$ cat src/rtl/irq_mask_pkg.sv
package irq_mask_pkg;
   localparam int unsigned WORD_W       = 32;
   localparam int unsigned ADDR_W       = 5;
   localparam int unsigned NLVL         = 16;
   localparam int unsigned LVL_W        = 4;
   localparam int unsigned SOFT_LSB     = 16;
   localparam int unsigned MASK_ALL_BIT = 31;
   localparam int unsigned TICK_GATE    = 7;
   localparam int unsigned TICK_LVL     = 14;
   localparam int unsigned CPU_BASE     = 16;

   typedef logic [NLVL-1:0]   lvl_vec_t;
   typedef logic [WORD_W-1:0] word_t;

   typedef enum logic [1:0] {
      OP_READ = 2'd0,
      OP_SET  = 2'd1,
      OP_CLR  = 2'd2,
      OP_AUX  = 2'd3
   } port_op_e;

   // source bits feeding each priority level (level 14 comes from tick lines)
   localparam word_t LVL_SRC [NLVL] = '{
      32'h0000_0000, 32'h0000_0000, 32'h0000_0081, 32'h0000_0102,
      32'h0004_0000, 32'h0000_0204, 32'h0001_0000, 32'h0000_0408,
      32'h0010_0000, 32'h4000_0810, 32'h0008_0000, 32'h0040_1020,
      32'h0000_C000, 32'h0002_0000, 32'h0000_0000, 32'h0000_0000
   };

   function automatic logic [LVL_W-1:0] top_level(input lvl_vec_t v);
      logic [LVL_W-1:0] r;
      r = '0;
      for (int i = 1; i < NLVL; i++)
         if (v[i]) r = LVL_W'(i);
      return r;
   endfunction
endpackage

$ cat src/rtl/irq_level_map.sv
module irq_level_map
   import irq_mask_pkg::*;
(
   input  word_t    src,
   output lvl_vec_t lv
);
   for (genvar l = 0; l < NLVL; l++) begin : g_lvl
      assign lv[l] = |(src & LVL_SRC[l]);
   end
endmodule

$ cat src/rtl/irq_global_regs.sv
module irq_global_regs
   import irq_mask_pkg::*;
#(
   parameter int NCPU  = 4,
   parameter int CPU_W = 2
) (
   input  logic             clk,
   input  logic             rst_n,
   input  logic             wr_en,
   input  logic [ADDR_W-1:0] addr,
   input  word_t            wdata,
   output word_t            mask_q,
   output logic [CPU_W-1:0] tgt_q
);
   logic     glob_sel;
   port_op_e op;

   assign glob_sel = wr_en && (addr < ADDR_W'(CPU_BASE));
   assign op       = port_op_e'(addr[1:0]);

   always_ff @(posedge clk or negedge rst_n) begin
      if (!rst_n) begin
         mask_q <= '1;
         tgt_q  <= '0;
      end else if (glob_sel) begin
         case (op)
            OP_SET: mask_q <= mask_q | wdata;
            OP_CLR: mask_q <= mask_q & ~wdata;
            OP_AUX: if (wdata < WORD_W'(NCPU)) tgt_q <= wdata[CPU_W-1:0];
            default: ;
         endcase
      end
   end
endmodule

$ cat src/rtl/irq_cpu_port.sv
module irq_cpu_port
   import irq_mask_pkg::*;
(
   input  logic                    clk,
   input  logic                    rst_n,
   input  logic                    set_en,
   input  logic                    clr_en,
   input  logic [WORD_W-1:SOFT_LSB+1] wbits,
   input  lvl_vec_t                eff_lv,
   input  lvl_vec_t                raw_lv,
   output logic [NLVL-1:1]         soft_q,
   output word_t                   pend_rd,
   output logic [LVL_W-1:0]        lvl_q
);
   lvl_vec_t all_lv;

   always_ff @(posedge clk or negedge rst_n) begin
      if (!rst_n)      soft_q <= '0;
      else if (set_en) soft_q <= soft_q | wbits;
      else if (clr_en) soft_q <= soft_q & ~wbits;
   end

   assign all_lv  = {soft_q, 1'b0} | eff_lv;
   assign pend_rd = {soft_q, 1'b0, raw_lv[NLVL-1:1], 1'b0};

   always_ff @(posedge clk or negedge rst_n) begin
      if (!rst_n) lvl_q <= '0;
      else        lvl_q <= top_level(all_lv);
   end
endmodule

$ cat src/rtl/irq_mask_ctrl.sv
module irq_mask_ctrl
   import irq_mask_pkg::*;
#(
   parameter int NCPU = 4
) (
   input  logic                  clk,
   input  logic                  rst_n,
   input  logic                  wr_en,
   input  logic [4:0]            addr,
   input  logic [31:0]           wdata,
   output logic [31:0]           rdata,
   input  logic [31:0]           dev_irq,
   input  logic [NCPU-1:0]       tick_irq,
   output logic [4*NCPU-1:0]     cpu_lvl
);
   localparam int CPU_W  = (NCPU > 1) ? $clog2(NCPU) : 1;
   localparam int SOFT_W = NLVL - 1;

   if (NCPU < 1 || NCPU > 4) begin : g_bad_ncpu
      $error("irq_mask_ctrl: NCPU must lie in 1..4");
   end

   word_t                 mask_q;
   logic [CPU_W-1:0]      tgt_q;
   word_t                 dev_eff;
   lvl_vec_t              lv_eff, lv_raw;
   logic                  tick_en;
   logic [NCPU*SOFT_W-1:0] soft_flat;
   word_t                 pend_rd [NCPU];
   port_op_e              op;

   assign op = port_op_e'(addr[1:0]);

   irq_global_regs #(.NCPU(NCPU), .CPU_W(CPU_W)) u_glob (
      .clk(clk), .rst_n(rst_n), .wr_en(wr_en), .addr(addr),
      .wdata(wdata), .mask_q(mask_q), .tgt_q(tgt_q)
   );

   assign dev_eff = dev_irq & ~mask_q & {WORD_W{~mask_q[MASK_ALL_BIT]}};
   assign tick_en = ~mask_q[TICK_GATE] & ~mask_q[MASK_ALL_BIT];

   irq_level_map u_map_eff (.src(dev_eff), .lv(lv_eff));
   irq_level_map u_map_raw (.src(dev_irq), .lv(lv_raw));

   for (genvar c = 0; c < NCPU; c++) begin : g_cpu
      localparam logic [ADDR_W-1:0] BASE = ADDR_W'(CPU_BASE + 4*c);
      logic     is_tgt, sel;
      lvl_vec_t tick_lv, eff_c, raw_c;
      logic [SOFT_W-1:0] soft_c;
      logic [LVL_W-1:0]  lvl_c;

      assign is_tgt  = (tgt_q == CPU_W'(c));
      assign sel     = wr_en && (addr[ADDR_W-1:2] == BASE[ADDR_W-1:2]);
      assign tick_lv = lvl_vec_t'(tick_irq[c]) << TICK_LVL;
      assign eff_c   = (is_tgt ? lv_eff : '0) | (tick_en ? tick_lv : '0);
      assign raw_c   = (is_tgt ? lv_raw : '0) | tick_lv;

      irq_cpu_port u_port (
         .clk(clk), .rst_n(rst_n),
         .set_en(sel && op == OP_SET), .clr_en(sel && op == OP_CLR),
         .wbits(wdata[WORD_W-1:SOFT_LSB+1]),
         .eff_lv(eff_c), .raw_lv(raw_c),
         .soft_q(soft_c), .pend_rd(pend_rd[c]), .lvl_q(lvl_c)
      );

      assign soft_flat[c*SOFT_W +: SOFT_W] = soft_c;
      assign cpu_lvl[c*LVL_W +: LVL_W]     = lvl_c;
   end

   always_comb begin
      rdata = '0;
      if (addr < ADDR_W'(CPU_BASE)) begin
         if (op == OP_READ)     rdata = mask_q;
         else if (op == OP_AUX) rdata = WORD_W'(tgt_q);
      end else if (op == OP_READ) begin
         for (int c = 0; c < NCPU; c++)
            if (addr[3:2] == 2'(c)) rdata = pend_rd[c];
      end
   end
endmodule

$ cat config.mk
export PLATFORM = sky130hd
export DESIGN_NAME = irq_mask_ctrl
export DESIGN_NICKNAME = d
export VERILOG_FILES = /design/src/rtl/irq_mask_pkg.sv /design/src/rtl/irq_level_map.sv /design/src/rtl/irq_global_regs.sv /design/src/rtl/irq_cpu_port.sv /design/src/rtl/irq_mask_ctrl.sv
export SDC_FILE = /design/constraint.sdc
export NUM_CORES = 1
export LEC_CHECK = 0
export ABC_AREA = 1
export BUFFER_PORTS_ARGS = -buffer_cell sky130_fd_sc_hd__clkbuf_2
export CAP_MARGIN = 20
export CORE_MARGIN = 2
export CORE_UTILIZATION = 61
export CTS_BUF_LIST = sky130_fd_sc_hd__clkbuf_8
export CTS_CLUSTER_SIZE = 40
export DETAILED_ROUTE_END_ITERATION = 6
export GPL_TIMING_DRIVEN = 0
export MAX_ROUTING_LAYER = met4
export PLACE_DENSITY = 0.84
export REMOVE_ABC_BUFFERS = 1
export SYNTH_ARGS = -nofsm -noshare
export SYNTH_HDL_FRONTEND = slang
export SYNTH_HIERARCHICAL = 1
export SYNTH_SLANG_ARGS = --single-unit
$ cat constraint.sdc
create_clock -name clk -period 3.2 [get_ports clk]
set_clock_uncertainty 0.2 [all_clocks]
set_input_delay 0.16 -clock clk [delete_from_list [all_inputs] [get_ports clk]]
set_output_delay 0.16 -clock clk [all_outputs]
set_load 0.03 [all_outputs]
==> reports/metrics.csv, run 1 <==
metric,value,unit
status,"complete, no violations",
slew_headroom,0.343,
hpwl,16.9,mm
die_w,121,um
routabilityCongestion,0.955,
cts_made_buffers,9,
worst_path_max_delay_cell,dfstp_2,
post_cts_buffers,0,
synth_warnings,6,
worstPathRequired,3.32,ns
hold_class,in -> reg,
fin_nets,1374,
die-area,14700,um^2
cts_sinks,110,
cp.arrival,3.05,ns
fin_util,0.679,
drv_slew,0,
die_h,121,um
cts-resized-gates,0,
p_sw,1.74,mW
ir_worst_vdd,294,uV
p_clk_frac,0.201,
tightest_slew,0.985,ns
drtIter0Drc,1009,
htree_levels,3,
root_buffer,clkbuf_8,
clock_latency,0.41,ns
finalSetupViolCount,0,
cap_violations,0,
intPower,2.65,mW
cp_max_fo,17,
seq_area,2790,um^2
cts_tree,built,
power_density,486,nW/um^2
layout-drive-gt1-share,0.167,
cp_top_family,simple AND/OR/NAND/NOR gates,
port_buffers,112,
rows,42,
grt_pass1_wl,39.6,mm
sw_frac_of_total,0.396,
cts_hold_buf,34,
p_leak,4.48,nW
critPathMaxStageDelay,0.64,ns
antenna_found_initial,0,
fin_total_pwr,4.39,mW
synthesis.area,8370,um^2
min_from,tick_irq[0],
start_util,0.629,
cts.path.max_buffers,2,
ant_nets,0,
end_kind,register,
viasPerCell,5.79,
r2r_slack,0.27,ns
drc_errors,0,
grt_usage,0.362,
dr.pass1.iters,7,
grt_max_degree,111,
min_period,2.93,ns
wl_per_cell,17.2,um
crit_cells,11,
grt_pass1_vias,7775,
min_to,g_cpu[0].u_port/lvl_q[0]$_DFF_PN0_,
antennaDiodeCount,0,
combPwrFrac,0.342,
rsz0062_at_grt,false,
r2r_cells,11,
fillers,1139,
hold_depth,6,
cp-start-kind,register,
cp_cell_sequence,inv_1 > nand2_1 > nor2_1 > or2_1 > inv_1 > nor2_1 > nor4_1 > nand2_1 > a21oi_1 > nor2_1 > o21bai_1,
wirelength,25.3,mm
p_seq_frac,0.457,
path_common_cell,nor2_1,
core_area,13300,um^2
worstSetupPathType,reg -> reg,
io_pins,124,
clk_pin_slew,0.10,ns
r2r-end,g_cpu[2].u_port/lvl_q[1]$_DFF_PN0_,
vias,8550,
synth_cells,1259,
multi_input_area,4290,um^2
max_freq,342,MHz
hold_viol,0,
syn_avg_cell_area,6.64,um^2
path_buf_inv,2,
period_share,0.914,
grt-ovfl-total,0,
area_growth,7.91,%
-- cell type report --
cell class | instances | share of cell area
clock buffer | 12 | 0.0183
clock inverter | 4 | 0.00416
inverter | 102 | 0.0435
multi-input combinational | 913 | 0.476
sequential | 110 | 0.309
tap | 176 | 0.0244
timing repair buffer | 160 | 0.125
-- power by group through the flow --
stage | clock (mW) | sequential [mW] | combinational [mW]
final | 0.883 | 2.01 | 1.50
after global routing | 0.953 | 2.04 | 1.65
after CTS | 0.885 | 1.99 | 1.47
after detailed placement | 0 | 2.01 | 1.43
after global placement | 0 | 2.01 | 1.39
after floorplan | 0 | 2.06 | 0.868
-- through the flow --
step	worst slack [ns]	TNS [ns]	std cells	cell area [um^2]	hold slack, ns
after detailed placement	0.303	0	1424	8410	0.136
after floorplan	0.977	0	1125	7440	-0.336
after CTS	0.256	0	1474	8960	0.0493
final	0.275	0	1477	9030	0.0776
after global placement	-0.874	-45.15	1413	8220	0.139
after global routing	0.204	0	1477	9030	0.0738
-- layout by cell type (no fill, tap or decap), drive strengths merged, types with 3 or more instances in the layout --
cell	count
dlygate4sd3	34
o21ai	36
a31oi	32
dfstp	32
clkinv	3
nor4	8
dfrtp	78
nor3	8
nand2	350
o22ai	6
nor2	249
conb	14
buf	14
nand3	50
clkbuf	124
or2	33
inv	103
a22o	60
a21oi	57
o21bai	6
-- per-layer routing --
| metal | GRT usage | wire, um | vias to the layer above |
|---|---|---|---|
| met5 | - | 0 | - |
| met4 | 0.166 | 1030 | 0 |
| met3 | 0.0710 | 2810 | 94 |
| met2 | 0.552 | 11600 | 585 |
| met1 | 0.468 | 9890 | 3873 |
| li1 | - | - | 3998 |
-- worst max path at each step --
stage,startpoint,to
after CTS,u_glob/tgt_q[1]$_DFFE_PN0P_,rdata[8]
after floorplan,register,g_cpu[1].u_port/lvl_q[0]$_DFF_PN0_
after global routing,register,g_cpu[0].u_port/lvl_q[1]$_DFF_PN0_
after global placement,addr[4],register
final,register,g_cpu[2].u_port/lvl_q[1]$_DFF_PN0_
after detailed placement,addr[2],register
-- tightest hold or removal path, delay by kind of cell --
kind,cells,cell delay [ns]
compound gates,1,0.14
buf+inv,2,0.12
simple gates,3,0.23
Note: power is estimated with default switching activity, not from simulation.
==> run 2: changes to the inputs <==
==> constraint.sdc (replaced) <==
create_clock -name clk -period 3.2 [get_ports clk]
set_clock_uncertainty 0.2 [all_clocks]
set_input_delay 0.64 -clock clk [delete_from_list [all_inputs] [get_ports clk]]
set_output_delay 0.64 -clock clk [all_outputs]
set_load 0.03 [all_outputs]
==> run 2 against run 1 <==
Against the previous run: utilization is 2.8 points lower; wire length is 3.1% lower; hold slack better by 0.070 ns; non-clock buffer count is 37 lower; clock power hardly changed; register-to-register slack hardly changed; sequential share of layout area is 1.3 points higher; critical path type is now in -> out; highest routed layer unchanged.
==> reports/metrics.csv, run 2 (synthesis gave the netlist of run 1 again) <==
metric,value,unit
ant_nets,0,
cts_made_buffers,9,
cts.path.max_buffers,2,
critPathMaxStageDelay,0.43,ns
setup_tns,0,ns
root_buffer,clkbuf_8,
cap_violations,0,
cp_top_family,buffers and inverters,
cp_cell_sequence,clkbuf_4 > inv_6 > nor2_4 > nand2_1 > nand3_1 > nor2_1 > nor2_1 > clkbuf_2,
worstSetupPathType,in -> out,
tightest_slew,0.923,ns
cts-resized-gates,5,
rows,42,
cts_hold_buf,0,
worstPathRequired,2.36,ns
drtIter0Drc,913,
mostFrequentLayoutCell,nand2_1,
wirelength,24.6,mm
hold_class,in -> async,
period_share,0.972,
min_period,3.11,ns
drv_slew,0,
finalSetupViolCount,0,
die_h,121,um
path_buf_inv,3,
path_common_cell,nor2_1,
grt-ovfl-total,0,
hold_viol,0,
p_leak,4.33,nW
cts_sinks,110,
die_w,121,um
port_buffers,112,
rsz0062_at_grt,false,
post_cts_buffers,0,
cp.arrival,2.27,ns
worst_path_max_delay_cell,clkbuf_4,
power_density,503,nW/um^2
vias,8334,
slew_headroom,0.384,
viasPerCell,5.79,
grt_max_degree,111,
hpwl,16.9,mm
cts_tree,built,
antenna_found_initial,0,
final_cell_mix,"343 x nand2_1, 233 x nor2_1, 110 x clkbuf_2, 99 x inv_1, 78 x dfrtp_1",
start_util,0.629,
grt_pass1_wl,38.6,mm
core_area,13300,um^2
end_kind,primary output,
grt_pass1_vias,7581,
drc_errors,0,
fin_total_pwr,4.35,mW
antennaDiodeCount,0,
status,"complete, no violations",
grt_usage,0.354,
htree_levels,3,
layout-drive-gt1-share,0.172,
wl_per_cell,17.1,um
area_growth,3.43,%
max_freq,321,MHz
fin_nets,1337,
cp_max_fo,26,
die-area,14700,um^2
routabilityCongestion,0.955,
dr.pass1.iters,6,
ir_worst_vdd,260,uV
cp-start-kind,input pin,
clk_pin_slew,0.11,ns
io_pins,124,
clock_latency,0.40,ns
[run 2: changes by cell type in the layout (fill, tap and decap cells not counted)]
| cell | change |
|---|---|
| buf_16 | -2 |
| inv_2 | -1 |
| clkbuf_4 | +1 |
| inv_4 | +1 |
| nor2_2 | -1 |
| nand2_1 | -4 |
| nand2_4 | +3 |
| nand2_2 | +1 |
| clkbuf_2 | -1 |
| dlygate4sd3_1 | -34 |
| nor2_4 | +1 |
| buf_8 | -1 |
[run 2: metal layers]
metal | vias up | global-route usage | wire length (um)
met1 | 3803 | 0.462 | 9780
li1 | 3922 | - | -
met4 | 0 | 0.153 | 906
met2 | 525 | 0.539 | 11200
met3 | 84 | 0.0681 | 2660
met5 | - | - | 0
[run 2: area by class of cell]
cell class | count | area, um^2
clock buffers | 12 | 165
repair buffers | 123 | 717
clock inverters | 4 | 37.5
inverters | 102 | 395
flip-flops and latches | 110 | 2790
multi-input cells | 913 | 4320
well taps | 176 | 220
fillers | 1190 | 4640
[run 2: metrics by stage]
| stage | cell area, um^2 | hold slack [ns] | instances | setup slack, ns | util |
|---|---|---|---|---|---|
| 3_3_place_gp | 8220 | 0.302 | 1413 | -1.35 | 0.618 |
| 5_1_grt | 8650 | 0.209 | 1440 | 0.0196 | 0.651 |
| 6_report | 8650 | 0.148 | 1440 | 0.0891 | 0.651 |
| 3_5_place_dp | 8410 | 0.302 | 1424 | -0.177 | 0.633 |
| 2_1_floorplan | 7440 | 0.144 | 1125 | 0.565 | - |
| 4_1_cts | 8630 | 0.182 | 1440 | 0.0163 | 0.649 |
[run 2: worst paths after layout]
kind,depth (start not counted),slack (ns),to,start
min in group clk,2,0.20,register,wdata[3]
max in group asynchronous,1,2.04,async pin,rst_n
min,1,0.15,u_glob/tgt_q[1]$_DFFE_PN0P_,rst_n
max reg2reg,11,0.27,g_cpu[2].u_port/lvl_q[1]$_DFF_PN0_,register
min reg2reg,2,0.32,register,register
max,8,0.09,rdata[19],addr[2]
[run 2: where the power goes]
part / leakage, nW / switching, mW / total [mW] / internal [mW]
clock: 0.105 / 0.525 / 0.884 / 0.359
combinational: 2.93 / 0.955 / 1.46 / 0.507
sequential: 1.29 / 0.248 / 2.00 / 1.76
total: 4.33 / 1.73 / 4.35 / 2.62
